**config.mk**
```make
export PLATFORM = sky130hd
export DESIGN_NAME = pwr_wake_flags
export DESIGN_NICKNAME = d
export VERILOG_FILES = /design/src/rtl/pwr_wake_flags_pkg.sv /design/src/rtl/pwr_wake_flags_sync.sv /design/src/rtl/pwr_wake_flags_edge.sv /design/src/rtl/pwr_wake_flags_cell.sv /design/src/rtl/pwr_wake_flags.sv
export SDC_FILE = /design/constraint.sdc
export NUM_CORES = 1
export LEC_CHECK = 0
export ABC_CLOCK_PERIOD_IN_PS = 1800
export BUFFER_PORTS_ARGS = -buffer_cell sky130_fd_sc_hd__buf_2
export CORE_AREA = 2 2 39 41
export CTS_BUF_LIST = sky130_fd_sc_hd__clkbuf_16
export DETAILED_ROUTE_END_ITERATION = 10
export DIE_AREA = 0 0 41 43
export SETUP_SLACK_MARGIN = 0.05
export SLEW_MARGIN = 20
export SYNTH_ARGS = -nofsm -noshare
export SYNTH_HDL_FRONTEND = slang
export SYNTH_HIERARCHICAL = 1
export SYNTH_SLANG_ARGS = --single-unit
```
**constraint.sdc**
```tcl
create_clock -name clk -period 1.8 [get_ports clk]
set_input_delay 0.36 -clock clk [delete_from_list [all_inputs] [get_ports clk]]
set_output_delay 0.36 -clock clk [all_outputs]
set_load 0.01 [all_outputs]
```
**src/rtl/pwr_wake_flags_pkg.sv**
```systemverilog
package pwr_wake_flags_pkg;
   localparam int unsigned NUM_FLAGS = 4;
   localparam int unsigned BIT_AWAKE = 0;
   localparam int unsigned BIT_BTN   = 1;
   localparam int unsigned BIT_PWRUP = 2;
   localparam int unsigned BIT_BROWN = 3;

   typedef logic [NUM_FLAGS-1:0] flag_vec_t;
endpackage

```
**src/rtl/pwr_wake_flags_sync.sv**
```systemverilog
module pwr_wake_flags_sync #(
   parameter int unsigned STAGES = 2
) (
   input  logic clk,
   input  logic rst_n,
   input  logic async_i,
   output logic sync_o
);
   if (STAGES < 2) begin : g_bad_stages
      $error("pwr_wake_flags_sync: STAGES must be at least 2");
   end

   logic [STAGES-1:0] chain_q;

   for (genvar s = 0; s < STAGES; s++) begin : g_stage
      if (s == 0) begin : g_first
         always_ff @(posedge clk or negedge rst_n) begin
            if (!rst_n) chain_q[s] <= 1'b0;
            else        chain_q[s] <= async_i;
         end
      end else begin : g_next
         always_ff @(posedge clk or negedge rst_n) begin
            if (!rst_n) chain_q[s] <= 1'b0;
            else        chain_q[s] <= chain_q[s-1];
         end
      end
   end

   assign sync_o = chain_q[STAGES-1];
endmodule

```
**src/rtl/pwr_wake_flags_edge.sv**
```systemverilog
module pwr_wake_flags_edge (
   input  logic clk,
   input  logic rst_n,
   input  logic level_i,
   output logic rise_o,
   output logic fall_o
);
   logic prev_q;

   always_ff @(posedge clk or negedge rst_n) begin
      if (!rst_n) prev_q <= 1'b0;
      else        prev_q <= level_i;
   end

   assign rise_o = level_i & ~prev_q;
   assign fall_o = ~level_i & prev_q;

   assert_one_edge: assert property (@(posedge clk) disable iff (!rst_n)
      !(rise_o && fall_o));
   assert_rise_once_R4: assert property (@(posedge clk) disable iff (!rst_n)
      rise_o |=> !rise_o);
endmodule

```
**src/rtl/pwr_wake_flags_cell.sv**
```systemverilog
module pwr_wake_flags_cell (
   input  logic clk,
   input  logic rst_n,
   input  logic set_i,
   input  logic clr_i,
   output logic q_o
);
   logic q_q;

   always_ff @(posedge clk or negedge rst_n) begin
      if (!rst_n)      q_q <= 1'b0;
      else if (set_i)  q_q <= 1'b1;
      else if (clr_i)  q_q <= 1'b0;
   end

   assign q_o = q_q;

   assert_set_wins_R9: assert property (@(posedge clk) disable iff (!rst_n)
      set_i |=> q_o);
   assert_clear_R3: assert property (@(posedge clk) disable iff (!rst_n)
      (clr_i && !set_i) |=> !q_o);
   assert_hold_R3: assert property (@(posedge clk) disable iff (!rst_n)
      (!clr_i && !set_i) |=> $stable(q_o));
endmodule

```
**src/rtl/pwr_wake_flags.sv**
```systemverilog
module pwr_wake_flags
   import pwr_wake_flags_pkg::*;
#(
   parameter int unsigned REG_W       = 8,
   parameter int unsigned SYNC_STAGES = 2
) (
   input  logic             clk,
   input  logic             rst_n,
   input  logic             button_i,
   input  logic             pll_lock_i,
   input  logic             autowake_i,
   input  logic             sleep_req_i,
   input  logic             disp_req_i,
   input  logic             wr_en_i,
   input  logic [REG_W-1:0] wr_data_i,
   output logic [REG_W-1:0] rd_data_o,
   output logic             pwr_irq_o
);
   localparam int unsigned PAD_W = REG_W - NUM_FLAGS;

   if (REG_W < NUM_FLAGS) begin : g_bad_width
      $error("pwr_wake_flags: REG_W must hold all flags");
   end

   logic btn_sync, lock_sync;
   logic btn_rise, btn_fall_unused;
   logic lock_rise, lock_fall;
   flag_vec_t flags, set_vec, clr_vec;

   pwr_wake_flags_sync #(.STAGES(SYNC_STAGES)) u_sync_btn (
      .clk(clk), .rst_n(rst_n), .async_i(button_i), .sync_o(btn_sync));
   pwr_wake_flags_sync #(.STAGES(SYNC_STAGES)) u_sync_lock (
      .clk(clk), .rst_n(rst_n), .async_i(pll_lock_i), .sync_o(lock_sync));

   pwr_wake_flags_edge u_edge_btn (
      .clk(clk), .rst_n(rst_n), .level_i(btn_sync),
      .rise_o(btn_rise), .fall_o(btn_fall_unused));
   pwr_wake_flags_edge u_edge_lock (
      .clk(clk), .rst_n(rst_n), .level_i(lock_sync),
      .rise_o(lock_rise), .fall_o(lock_fall));

   // Hardware set sources; brownout is masked by an already recorded wake
   always_comb begin
      set_vec            = '0;
      set_vec[BIT_AWAKE] = autowake_i;
      set_vec[BIT_BTN]   = btn_rise;
      set_vec[BIT_PWRUP] = lock_rise;
      set_vec[BIT_BROWN] = lock_fall & ~flags[BIT_BTN] & ~flags[BIT_AWAKE];
   end

   // Clear sources: a zero in the write data, plus mode requests for the button
   always_comb begin
      clr_vec = wr_en_i ? ~wr_data_i[NUM_FLAGS-1:0] : '0;
      clr_vec[BIT_BTN] = clr_vec[BIT_BTN] | sleep_req_i | disp_req_i;
   end

   for (genvar f = 0; f < NUM_FLAGS; f++) begin : g_flag
      pwr_wake_flags_cell u_cell (
         .clk(clk), .rst_n(rst_n),
         .set_i(set_vec[f]), .clr_i(clr_vec[f]), .q_o(flags[f]));
   end

   if (PAD_W > 0) begin : g_pad
      assign rd_data_o = {{PAD_W{1'b0}}, flags};
   end else begin : g_nopad
      assign rd_data_o = flags;
   end

   assign pwr_irq_o = flags[BIT_PWRUP] | flags[BIT_BROWN];

   assert_brown_masked_R7: assert property (@(posedge clk) disable iff (!rst_n)
      $rose(flags[BIT_BROWN]) |-> $past(!flags[BIT_BTN] && !flags[BIT_AWAKE] && lock_fall));
   assert_btn_edge_R4: assert property (@(posedge clk) disable iff (!rst_n)
      $rose(flags[BIT_BTN]) |-> $past(btn_rise));
   assert_mode_clears_btn_R5: assert property (@(posedge clk) disable iff (!rst_n)
      ((sleep_req_i || disp_req_i) && !btn_rise) |=> !flags[BIT_BTN]);
   assert_irq_holds_R10: assert property (@(posedge clk) disable iff (!rst_n)
      (pwr_irq_o && !wr_en_i) |=> pwr_irq_o);
   assert_pwrup_edge_R6: assert property (@(posedge clk) disable iff (!rst_n)
      $rose(flags[BIT_PWRUP]) |-> $past(lock_rise));
   assert_awake_set_R8: assert property (@(posedge clk) disable iff (!rst_n)
      autowake_i |=> rd_data_o[BIT_AWAKE]);
endmodule

```
==> metrics.csv <==
metric,value,unit
status,"finished, final reports clean",
cts_tree,done,
syn_avg_cell_area,11.6,µm²
switchingPower,125,µW
maxCapViolCount,0,
dp_cells,65,
track_usage,7.96,%
clock_latency,0.23,ns
die_y,43,µm
drc,0,
p_seq_share,36.5,%
finalCritPeriodShare,73.1,%
comb_power_share,8.0,%
worstPathMaxFanout,3,
cts_buffer_depth,2,
cpPeakStageDelay,0.38,ns
cp.required,1.44,ns
drt-pass1-iter-count,1,
worstPathArrival,0.96,ns
antenna_left,0,
grt_start_max_net_pins,11,
critical_path_cell_count,2,
cp-start-kind,flop,
crit_buf_inv,1,
power.density,1220,nW/µm²
crit_slowest_cell,dfrtp_1,
path_class,reg2out,
hp-class,in2reg,
whs_path_depth,1,
critPathTopFamily,flip-flops,
htree_levels,1,
clock_skew,0.00116,ns
intPower,555,µW
hold_violations,0,
irDropWorstVdd,0.000669,V
dieArea,1760,µm²
rows,14,
antennaDiodeCount,0,
initial_utilization,28.4,%
grt_pass1_wl,897,µm
antenna_found_initial,0,
routed_wl,549,µm
vias,258,
synth_warnings,6,
setup_tns,0,ns
area.growth.synth_to_final,42.4,%
avgRoutedWirePerCell,7.96,µm
path_clk_slew,0.04,ns
synth_cells,34,
port_buffers,16,
fin_nets,71,
die_width,41,µm
place_congestion,0.606,
fmax,0.760,GHz
drt-vias-per-instance,3.74,
grt_pass1_vias,237,
report.final.slew_viol_count,0,
num_io_pins,25,
worstRegToRegCells,3,
cts_buffers,3,
netlist_area,393,µm²
clkPwrFrac,55.4,%
final.min_clock_period,1.32,ns
drive_above_1_share,41.5,%
core,1380,µm²
instances_no_fill,69,
clock-sinks,10,
drt_iter0_drc,0,
switching_share,18.3,%
leakagePower,0.000308,µW
final_util,40.4,%
crit_chain,or2_1 > buf_2,
setup_viol,0,
grt_setup_unrepaired,no,
end_kind,output port,
grt.overflow.total,0,
root_buffer,clkbuf_16,
-- cells in the final DEF (no fill, tap or decap) --
master / count
a21o_1: 4
and2b_2: 1
buf_2: 16
clkbuf_16: 3
conb_1: 4
dfrtp_1: 10
dlygate4sd3_1: 1
inv_1: 4
inv_2: 1
nor2_1: 4
nor2b_1: 2
nor3b_2: 1
o21ai_1: 1
or2_1: 1
-- through the flow --
stage	power [µW]	area [µm²]	hold slack [ns]	worst slack, ns
6_report	680	559	0.235	0.484
3_3_place_gp	305	474	0.225	0.722
2_1_floorplan	283	404	0.0644	0.772
3_5_place_dp	306	474	0.229	0.721
5_1_grt	710	559	0.227	0.433
4_1_cts	687	559	0.232	0.474
-- per-layer routing --
metal,wire [µm],global-route usage (%)
met1,240,8.81
met2,245,10.6
met5,0,0
met4,0,8.00
met3,64,3.14
-- registers in the layout, summed over array words and instances, names as in the netlist --
name                 cells
u_edge_lock/prev_q       1
g_flag.u_cell/q_o        4
u_edge_btn/prev_q        1
u_sync_lock/sync_o       1
u_sync_btn/sync_o        1
u_sync_btn/chain_q       1
u_sync_lock/chain_q      1
-- final timing paths --
check / from / end / slack, ns
setup reg to reg: u_sync_lock/sync_o / g_flag[3].u_cell/q_o / 0.84
hold reg to reg: u_sync_lock/chain_q[0] / u_sync_lock/sync_o / 0.34
min in group asynchronous: rst_n / u_sync_btn/chain_q[0] / 0.52
max in group asynchronous: rst_n / g_flag[2].u_cell/q_o / 1.09
hold / removal: button_i / u_sync_btn/chain_q[0] / 0.23
setup / recovery: g_flag[3].u_cell/q_o / pwr_irq_o / 0.48
-- power groups by stage --
stage,combinational (µW),sequential [µW],clock [µW]
after CTS,55.6,249,383
after floorplan,28.5,255,0
after global placement,53.2,251,0
after global routing,62.5,251,396
final,54.5,248,377
after detailed placement,53.9,252,0
-- cell type report --
cell class	count	area, µm²
Tap cell	16	20.0
Sequential cell	10	250
Timing Repair Buffer	17	90.1
Clock buffer	3	75.1
Inverter	5	18.8
Multi-Input combinational cell	18	105
Fill cell	141	825
-- timing repair --
| item | CTS | global route |
|---|---|---|
| hold buffers | 1 | 0 |
| setup buffers | 0 | 0 |
| endpoints found under the hold margin | 10 | 0 |
| gates resized for setup | 0 | 0 |
-- worst register-to-register path: stages (launching register included) --
cell and delay (ns):
dfrtp_1 0.34, and2b_2 0.21, nor3b_2 0.14, a21o_1 0.15
(Power assumes the default switching activity.)
